--- src/rtl/gpio_qual_pkg.sv ---
package gpio_qual_pkg;

    typedef enum logic [2:0] {
        A_MODE  = 3'd0,
        A_DIR   = 3'd1,
        A_DOUT  = 3'd2,
        A_DIN   = 3'd3,
        A_WKEN  = 3'd4,
        A_WKPOL = 3'd5,
        A_QCNT  = 3'd6,
        A_QSEL  = 3'd7
    } reg_addr_e;

    typedef enum logic {
        QS_STEADY = 1'b0,
        QS_TRACK  = 1'b1
    } qual_state_e;

endpackage

--- src/rtl/gpio_qual_regs.sv ---
module gpio_qual_regs
    import gpio_qual_pkg::*;
#(
    parameter int NPINS = 8,
    parameter int CNT_W = 4
) (
    input  logic             clk,
    input  logic             rst_n,
    input  logic             we,
    input  logic [2:0]       addr,
    input  logic [NPINS-1:0] wdata,
    input  logic [NPINS-1:0] din,
    output logic [NPINS-1:0] rdata,
    output logic [NPINS-1:0] mode_o,
    output logic [NPINS-1:0] dir_o,
    output logic [NPINS-1:0] dout_o,
    output logic [NPINS-1:0] wken_o,
    output logic [NPINS-1:0] wkpol_o,
    output logic [CNT_W-1:0] qcnt_o,
    output logic [NPINS-1:0] qsel_o
);
    localparam int PAD_W = NPINS - CNT_W;

    always_ff @(posedge clk) begin
        if (!rst_n) begin
            mode_o  <= '0;
            dir_o   <= '0;
            dout_o  <= '0;
            wken_o  <= '0;
            wkpol_o <= '0;
            qcnt_o  <= '0;
            qsel_o  <= '0;
        end else if (we) begin
            unique case (reg_addr_e'(addr))
                A_MODE:  mode_o  <= wdata;
                A_DIR:   dir_o   <= wdata;
                A_DOUT:  dout_o  <= wdata;
                A_WKEN:  wken_o  <= wdata;
                A_WKPOL: wkpol_o <= wdata;
                A_QCNT:  qcnt_o  <= wdata[CNT_W-1:0];
                A_QSEL:  qsel_o  <= wdata;
                A_DIN:   ;
            endcase
        end
    end

    always_comb begin
        unique case (reg_addr_e'(addr))
            A_MODE:  rdata = mode_o;
            A_DIR:   rdata = dir_o;
            A_DOUT:  rdata = dout_o;
            A_DIN:   rdata = din;
            A_WKEN:  rdata = wken_o;
            A_WKPOL: rdata = wkpol_o;
            A_QCNT:  rdata = {{PAD_W{1'b0}}, qcnt_o};
            A_QSEL:  rdata = qsel_o;
        endcase
    end


    reset_state_chk: assert property (@(posedge clk)
        (rst_n && !$past(rst_n)) |-> (mode_o == '0 && dir_o == '0 && dout_o == '0 && qcnt_o == '0));

endmodule

--- src/rtl/gpio_qual_filter.sv ---
module gpio_qual_filter
    import gpio_qual_pkg::*;
#(
    parameter int CNT_W = 4
) (
    input  logic             clk,
    input  logic             rst_n,
    input  logic             pin_i,
    input  logic             filt_en,
    input  logic [CNT_W-1:0] limit,
    output logic             q_o
);
    localparam logic [CNT_W-1:0] ONE = CNT_W'(1);

    logic             s1, s2;
    logic [CNT_W-1:0] cnt;
    logic             bypass;
    logic             reach;
    qual_state_e      state_q, state_d;

    assign bypass = !filt_en || (limit == '0);
    assign reach  = ({1'b0, cnt} + {{CNT_W{1'b0}}, 1'b1}) >= {1'b0, limit};

    always_ff @(posedge clk) begin
        if (!rst_n) begin
            s1 <= 1'b0;
            s2 <= 1'b0;
        end else begin
            s1 <= pin_i;
            s2 <= s1;
        end
    end

    always_ff @(posedge clk) begin
        if (!rst_n) state_q <= QS_STEADY;
        else        state_q <= state_d;
    end

    always_comb begin
        state_d = state_q;
        unique case (state_q)
            QS_STEADY: if (!bypass && s2 != q_o && limit != ONE) state_d = QS_TRACK;
            QS_TRACK:  if (bypass || s2 == q_o || reach)        state_d = QS_STEADY;
        endcase
    end

    always_ff @(posedge clk) begin
        if (!rst_n) begin
            q_o <= 1'b0;
            cnt <= '0;
        end else if (bypass) begin
            q_o <= s2;
            cnt <= '0;
        end else begin
            unique case (state_q)
                QS_STEADY: begin
                    if (s2 != q_o) begin
                        if (limit == ONE) q_o <= s2;
                        else              cnt <= ONE;
                    end
                end
                QS_TRACK: begin
                    if (s2 == q_o) begin
                        cnt <= '0;
                    end else if (reach) begin
                        q_o <= s2;
                        cnt <= '0;
                    end else begin
                        cnt <= cnt + ONE;
                    end
                end
            endcase
        end
    end


    follows_sync_chk: assert property (@(posedge clk) disable iff (!rst_n)
        !$stable(q_o) |-> (q_o == $past(s2)));


    needs_track_chk: assert property (@(posedge clk) disable iff (!rst_n)
        ($past(!bypass) && $past(limit) > ONE && !$stable(q_o)) |-> ($past(state_q) == QS_TRACK));


    cnt_bound_chk: assert property (@(posedge clk) disable iff (!rst_n)
        (state_q == QS_TRACK) |-> (cnt < limit));

endmodule

--- src/rtl/gpio_qual_mux.sv ---
module gpio_qual_mux
    import gpio_qual_pkg::*;
#(
    parameter int NPINS = 8,
    parameter int CNT_W = 4
) (
    input  logic             clk,
    input  logic             rst_n,
    input  logic             reg_we,
    input  logic [2:0]       reg_addr,
    input  logic [NPINS-1:0] reg_wdata,
    output logic [NPINS-1:0] reg_rdata,
    input  logic [NPINS-1:0] pad_in,
    output logic [NPINS-1:0] pad_out,
    output logic [NPINS-1:0] pad_oe,
    input  logic [NPINS-1:0] per_out,
    input  logic [NPINS-1:0] per_oe,
    output logic [NPINS-1:0] per_in,
    output logic             wake_req
);
    logic [NPINS-1:0] mode_w, dir_w, dout_w, wken_w, wkpol_w, qsel_w, qual_w;
    logic [CNT_W-1:0] qcnt_w;

    gpio_qual_regs #(.NPINS(NPINS), .CNT_W(CNT_W)) regs_i (
        .clk(clk), .rst_n(rst_n), .we(reg_we), .addr(reg_addr), .wdata(reg_wdata),
        .din(qual_w), .rdata(reg_rdata), .mode_o(mode_w), .dir_o(dir_w),
        .dout_o(dout_w), .wken_o(wken_w), .wkpol_o(wkpol_w), .qcnt_o(qcnt_w),
        .qsel_o(qsel_w)
    );

    for (genvar i = 0; i < NPINS; i++) begin : g_pin
        gpio_qual_filter #(.CNT_W(CNT_W)) filt_i (
            .clk(clk), .rst_n(rst_n), .pin_i(pad_in[i]), .filt_en(qsel_w[i]),
            .limit(qcnt_w), .q_o(qual_w[i])
        );
        assign pad_oe[i]  = mode_w[i] ? per_oe[i]  : dir_w[i];
        assign pad_out[i] = mode_w[i] ? per_out[i] : dout_w[i];
    end

    assign per_in   = qual_w;
    assign wake_req = |(wken_w & ~(qual_w ^ wkpol_w));


    dout_ignored_chk: assert property (@(posedge clk) disable iff (!rst_n)
        ($past(reg_we && reg_addr == A_DOUT) && $stable(mode_w) && $stable(per_out))
        |-> (((pad_out ^ $past(pad_out)) & mode_w) == '0));


    wake_gate_chk: assert property (@(posedge clk) disable iff (!rst_n)
        (wken_w == '0) |-> !wake_req);


    reset_undriven_chk: assert property (@(posedge clk)
        (rst_n && !$past(rst_n)) |-> (pad_oe == (mode_w & per_oe)));

endmodule

--- config.mk ---
export PLATFORM = sky130hd
export DESIGN_NAME = gpio_qual_mux
export DESIGN_NICKNAME = d
export VERILOG_FILES = /design/src/rtl/gpio_qual_pkg.sv /design/src/rtl/gpio_qual_regs.sv /design/src/rtl/gpio_qual_filter.sv /design/src/rtl/gpio_qual_mux.sv
export SDC_FILE = /design/constraint.sdc
export NUM_CORES = 1
export LEC_CHECK = 0
export BUFFER_PORTS_ARGS = -buffer_cell sky130_fd_sc_hd__buf_2
export CORE_MARGIN = 4
export CORE_UTILIZATION = 64
export DETAILED_ROUTE_END_ITERATION = 6
export GPL_ROUTABILITY_DRIVEN = 0
export HOLD_SLACK_MARGIN = 0.1
export PLACE_DENSITY_LB_ADDON = 0.05
export SLEW_MARGIN = 20
export SYNTH_ARGS = -nofsm -noshare
export SYNTH_HDL_FRONTEND = slang
export SYNTH_SLANG_ARGS = --single-unit
--- constraint.sdc ---
create_clock -name clk -period 5.1 [get_ports clk]
set_clock_uncertainty 0.2 [all_clocks]
set_input_delay 1.02 -clock clk [delete_from_list [all_inputs] [get_ports clk]]
set_output_delay 1.02 -clock clk [all_outputs]
set_load 0.02 [all_outputs]
# Yosys cells after proc, flatten, opt, wreduce, memory -nomap -nowiden
# Index checks and enable logic that the tools add are counted.
# totals
ff_bits,116
output_inout_bits,33
wordCells,368
# classes
n_addsub,16
order_cmp,8
eq_ne,73
muxes,122
n_bitwise,12
n_reduce_logical,90
# op_table
cell,count
4-bit two-way mux,25
1-bit two-way mux,72
4-bit one-hot mux with 2 select lines,8
8-bit one-hot mux with 8 select lines,1
"3-bit by 1-bit inequality test with 1-bit output, second input constant",17
"3-bit by 2-bit inequality test with 1-bit output, second input constant",15
"4-bit by 1-bit adder with 5-bit output, second input constant",8
5-bit by 4-bit >= comparator with 1-bit output,8
"4-bit by 1-bit adder with 4-bit output, second input constant",8
1-bit one-hot mux with 2 select lines,16
4-bit AND reduction,8
2-bit AND reduction,15
1-bit logical OR,24
1-bit logical AND,16
1-bit logical NOT,16
"2-bit by 1-bit inequality test with 1-bit output, second input constant",8
"2-bit inequality test, second input constant",8
2-bit OR reduction,8
"3-bit equality test, second input constant",4
1-bit inverter,9
8-bit AND,1
1-bit equality test,8
1-bit inequality test,8
8-bit inverter,1
8 further kinds,9

# Logic depth before layout (Yosys ltp)
# depth
depth_word,7
mapped_depth,9
ltp_nobuf,9

# Hierarchy
# A second synthesis with hierarchy kept.
# unflattened
hier_cells,799
hier_area_um2,7040.5
# modules_own_cells
module,n_inst,cells_each,area_per_inst_um2,seq_area_each_um2
gpio_qual_filter,8,58,523.0,160.2
gpio_qual_regs,1,306,2570.0,1041.0
gpio_qual_mux,1,29,286.5,0.0

# Worst setup path before layout
# OpenSTA, ideal clock, no wires.
# synth_timing
kind,in2out
from,input reg_addr[1]
to,output reg_rdata[1]
arrival_time_ns,2.119
required_time_ns,3.880
setup_slack_ns,1.761
cell_stages,6
n_path_buf,2
cell_sequence,clkbuf_1 -> buf_2 -> mux2i_1 -> o21ai_0 -> a221oi_1 -> nor2_1
# synth_between
elab_chain_cells,2
elab_cells_between_ends,9
classes_between,eq/ne (7); mux (1); reduce/logical (1)
# synth_lines
element,line_no,source
start: declaration,gpio_qual_mux.sv:10,"input logic [2:0] reg_addr,"
3-bit equality test (tied with other cells),gpio_qual_regs.sv:48,unique case (reg_addr_e'(addr))
8-bit one-hot mux with 8 select lines (*),gpio_qual_regs.sv:48,
end: declaration,gpio_qual_mux.sv:12,"output logic [NPINS-1:0] reg_rdata,"
# Mark *: on every way between the ends. The rest lies on a longest branch, timed or not.

# Worst setup path in the final report
# layout_timing
from,input reg_addr[1]
to,output reg_rdata[0]
# Same word-level chain as after synthesis.

==> flow_summary.ini <==
[power_and_ir_drop]
peakVddDrop_v = 0.000229
netSwitchingPower_uw = 555
swShare_pct = 24.9
pwr-share-comb_pct = 7.5
finalPower_mw = 2.23
seqPwrFrac_pct = 42.2
p_per_area_mw_per_mm2 = 301
p_leak_nw = 2.99
p_int_mw = 1.67
p_clk_share_pct = 50.3

[yosys]
synthArstFlopShare_pct = 0
synth-edff-count = 0
synth_top_area_share_pct = 35.9
synth_common_cells = nand2_1, dfxtp_1, nor2_1, a21oi_1, a21boi_0
synthesis.instances = 778
synth_area_mm2 = 0.00646
ys_seq_elements = 116
synth_most_common_cell = nand2_1
synth_area_leaders = dfxtp_1, nand2_1, ha_1
yosys_warnings = 0
yosys.area.top_type = dfxtp_1
syn_nets = 856
syn_area_per_cell_um2 = 8.31
synth_cell_type_count = 49
synth-main-ff-cell = dfxtp_1
seq_area_frac_synth_pct = 35.9

[timing]
max_freq_mhz = 250
finalHoldViolations = 0
relSlewSlack_pct = 43.6
setup_viol = 0
rsz0062_at_grt = no
tightestPinTransition_ps = 846
drv_slew = 0
tns_ps = 0
post-route-min-period_ps = 3990
fin_crit_sh_pct = 78.3
fin_ws_ps = 1110

[cts]
cts_max_level = 4
cts_resized = 0
cts_setup_buffers = 0
cts.path.max_buffers = 2
cts.clk_slew.worst_paths_ps = 60
clock_latency_ps = 520
cts_tree = yes
cts_sinks = 116
cts_hold_buf = 0
clockRootBuffer = clkbuf_8
cts_made_buffers = 17

[grt]
grt_max_degree = 85
grt_usage_pct = 30.7
grt_remaining_overflow = 0
grt_pass1_vias = 5947
grt_pass1_wl_um = 28300
antenna_found_initial = 0

[floorplanning]
dieHeight_um = 108
die_area_mm2 = 0.0118
initial_utilization_pct = 65.8
fp-row-count = 36
core_area_mm2 = 0.00982
die_w_um = 108
io_pins = 71

[min_path]
min_to = g_pin[5].filt_i.s2
hp-start = g_pin[5].filt_i.s1
whs_path_depth = 1
hp-class = register to register

[worst_setup_path]
r2r_start = regs_i.qcnt_o[0]
crit_path_start_kind = input pin
r2r-end = g_pin[4].filt_i.cnt[2]
worstPathCellList = buf_2 -> mux2_2 -> a221oi_1 -> nor2_1 -> a311oi_1 -> nor2_1 -> buf_2
r2r_cells = 5
worstPathMaxFanout = 31
r2r_slack_ps = 2270
critPathRequiredTime_ps = 3880
cp_slowest_cell = buf_2
crit_path_end_kind = output port
path_delay_family = buffers and inverters
worst-path-buf-inv = 2
critPathMaxStageDelay_ps = 440
arrival_ps = 2770
critPathKind = input pin to output port

[layout]
fin_nets = 916
drive_gt1_share_pct = 15.5
diodes = 0
syn2layout_area_growth_pct = 14.5
fillers = 771

[route]
first_iter_violations = 458
vias = 5955
wl_per_cell_um = 17.5
routed_via_density = 6.05
dr.pass1.iters = 5
wl_um = 17300
drtAntennaViolNets = 0
drc_errors = 0

[job]
cap_viol_max_count = 0

[placed_design]
hpwlAfterDp_um = 12000
pre_cts_ws_ps = 1120
io_buffers = 70

[run_status]
status = finished, final reports clean
==> through the flow <==
stage	util [%]	instances	hold slack, ps	area (um2)
after floorplan	-	778	212	6460
after global placement	69.6	952	213	6840
after detailed placement	69.6	952	223	6840
after CTS	75.3	984	237	7390
after global routing	75.3	984	249	7400
final	75.3	984	234	7400
==> cell type report <==
class	instances	area (um2)	area share, %
flip-flops and latches	116	2320	31.4
clock buffers	18	418	5.65
inverters	17	63.8	0.863
multi-input cells	614	3920	53.0
clock inverters	14	139	1.88
well taps	133	166	2.25
repair buffers	72	365	4.94
==> how the worst max path moves through the flow <==
stage,start,endpoint,slack (ps),cells past startpoint
CTS,reg_addr[1],reg_rdata[0],1130,7
global route,reg_addr[1],reg_rdata[0],990,7
floorplan,reg_addr[1],reg_rdata[1],1760,6
finish,reg_addr[1],reg_rdata[0],1110,7
detailed placement,reg_addr[1],reg_rdata[0],1120,7
global placement,reg_addr[1],reg_rdata[0],1220,7
==> worst register-to-register path, cell delays in order, from the launching register on <==
cell,delay [ps]
dfxtp_1,800
or4b_1,910
a21oi_1,480
nor3b_1,90
o21ai_1,140
a21oi_1,80
==> registers in the layout (all words and copies together), names as in the netlist <==
register,cells
g_pin.filt_i.cnt,32
g_pin.filt_i.q_o,8
g_pin.filt_i.s1,8
g_pin.filt_i.s2,8
g_pin.filt_i.state_q,8
regs_i.dir_o,8
regs_i.dout_o,8
regs_i.mode_o,8
regs_i.qsel_o,8
regs_i.wken_o,8
regs_i.wkpol_o,8
regs_i.qcnt_o,4
==> placed cells by master, fill, tap and decap left out, types with 16 or more instances in the layout <==
cell       Yosys  final
nand3_1       27     27
inv_1         17     17
a21oi_1       52     52
nor2b_1       30     30
buf_2          4     70
dfxtp_1      116    116
mux2_2        16     16
a21boi_0      48     48
mux2i_1       17     17
nor2_1        54     54
and2_1        19     19
ha_1          40     40
clkbuf_16      0     16
nand2_1      162    162
a22oi_1       21     21
o21ai_0       19     19
==> cells by family (layout without fill, tap and decap cells) <==
family	count (synthesis)	in the layout	share of synthesized area [%]
AOI/OAI and AO/OA	188	188	20.0
xor gates and xnor gates	30	30	4.07
adders and majority gates	40	40	7.74
buffers and inverters	48	121	3.45
DFF	116	116	35.9
muxes	35	35	6.12
and+or+nand+nor	321	321	22.7
==> power groups by stage <==
stage	combinational [mW]	clock (mW)	sequential (mW)
after floorplan	0.112	0	0.953
after global placement	0.157	0	0.959
after detailed placement	0.163	0	0.960
after CTS	0.164	1.13	0.940
after global routing	0.182	1.17	0.942
final	0.166	1.12	0.941
==> layer usage <==
| layer | part of all wire [%] | wire, um | global-route usage, % | up-vias |
|---|---|---|---|---|
| met1 | 41 | 7150 | 36.1 | 2795 |
| met2 | 49 | 8380 | 53.3 | 274 |
| met4 | 2.6 | 446 | 13.0 | 0 |
| met5 | 0 | 0 | 0 | - |
| met3 | 7.4 | 1280 | 7.52 | 42 |
| li1 | - | - | - | 2844 |
Note: power is estimated with default switching activity, not from simulation.
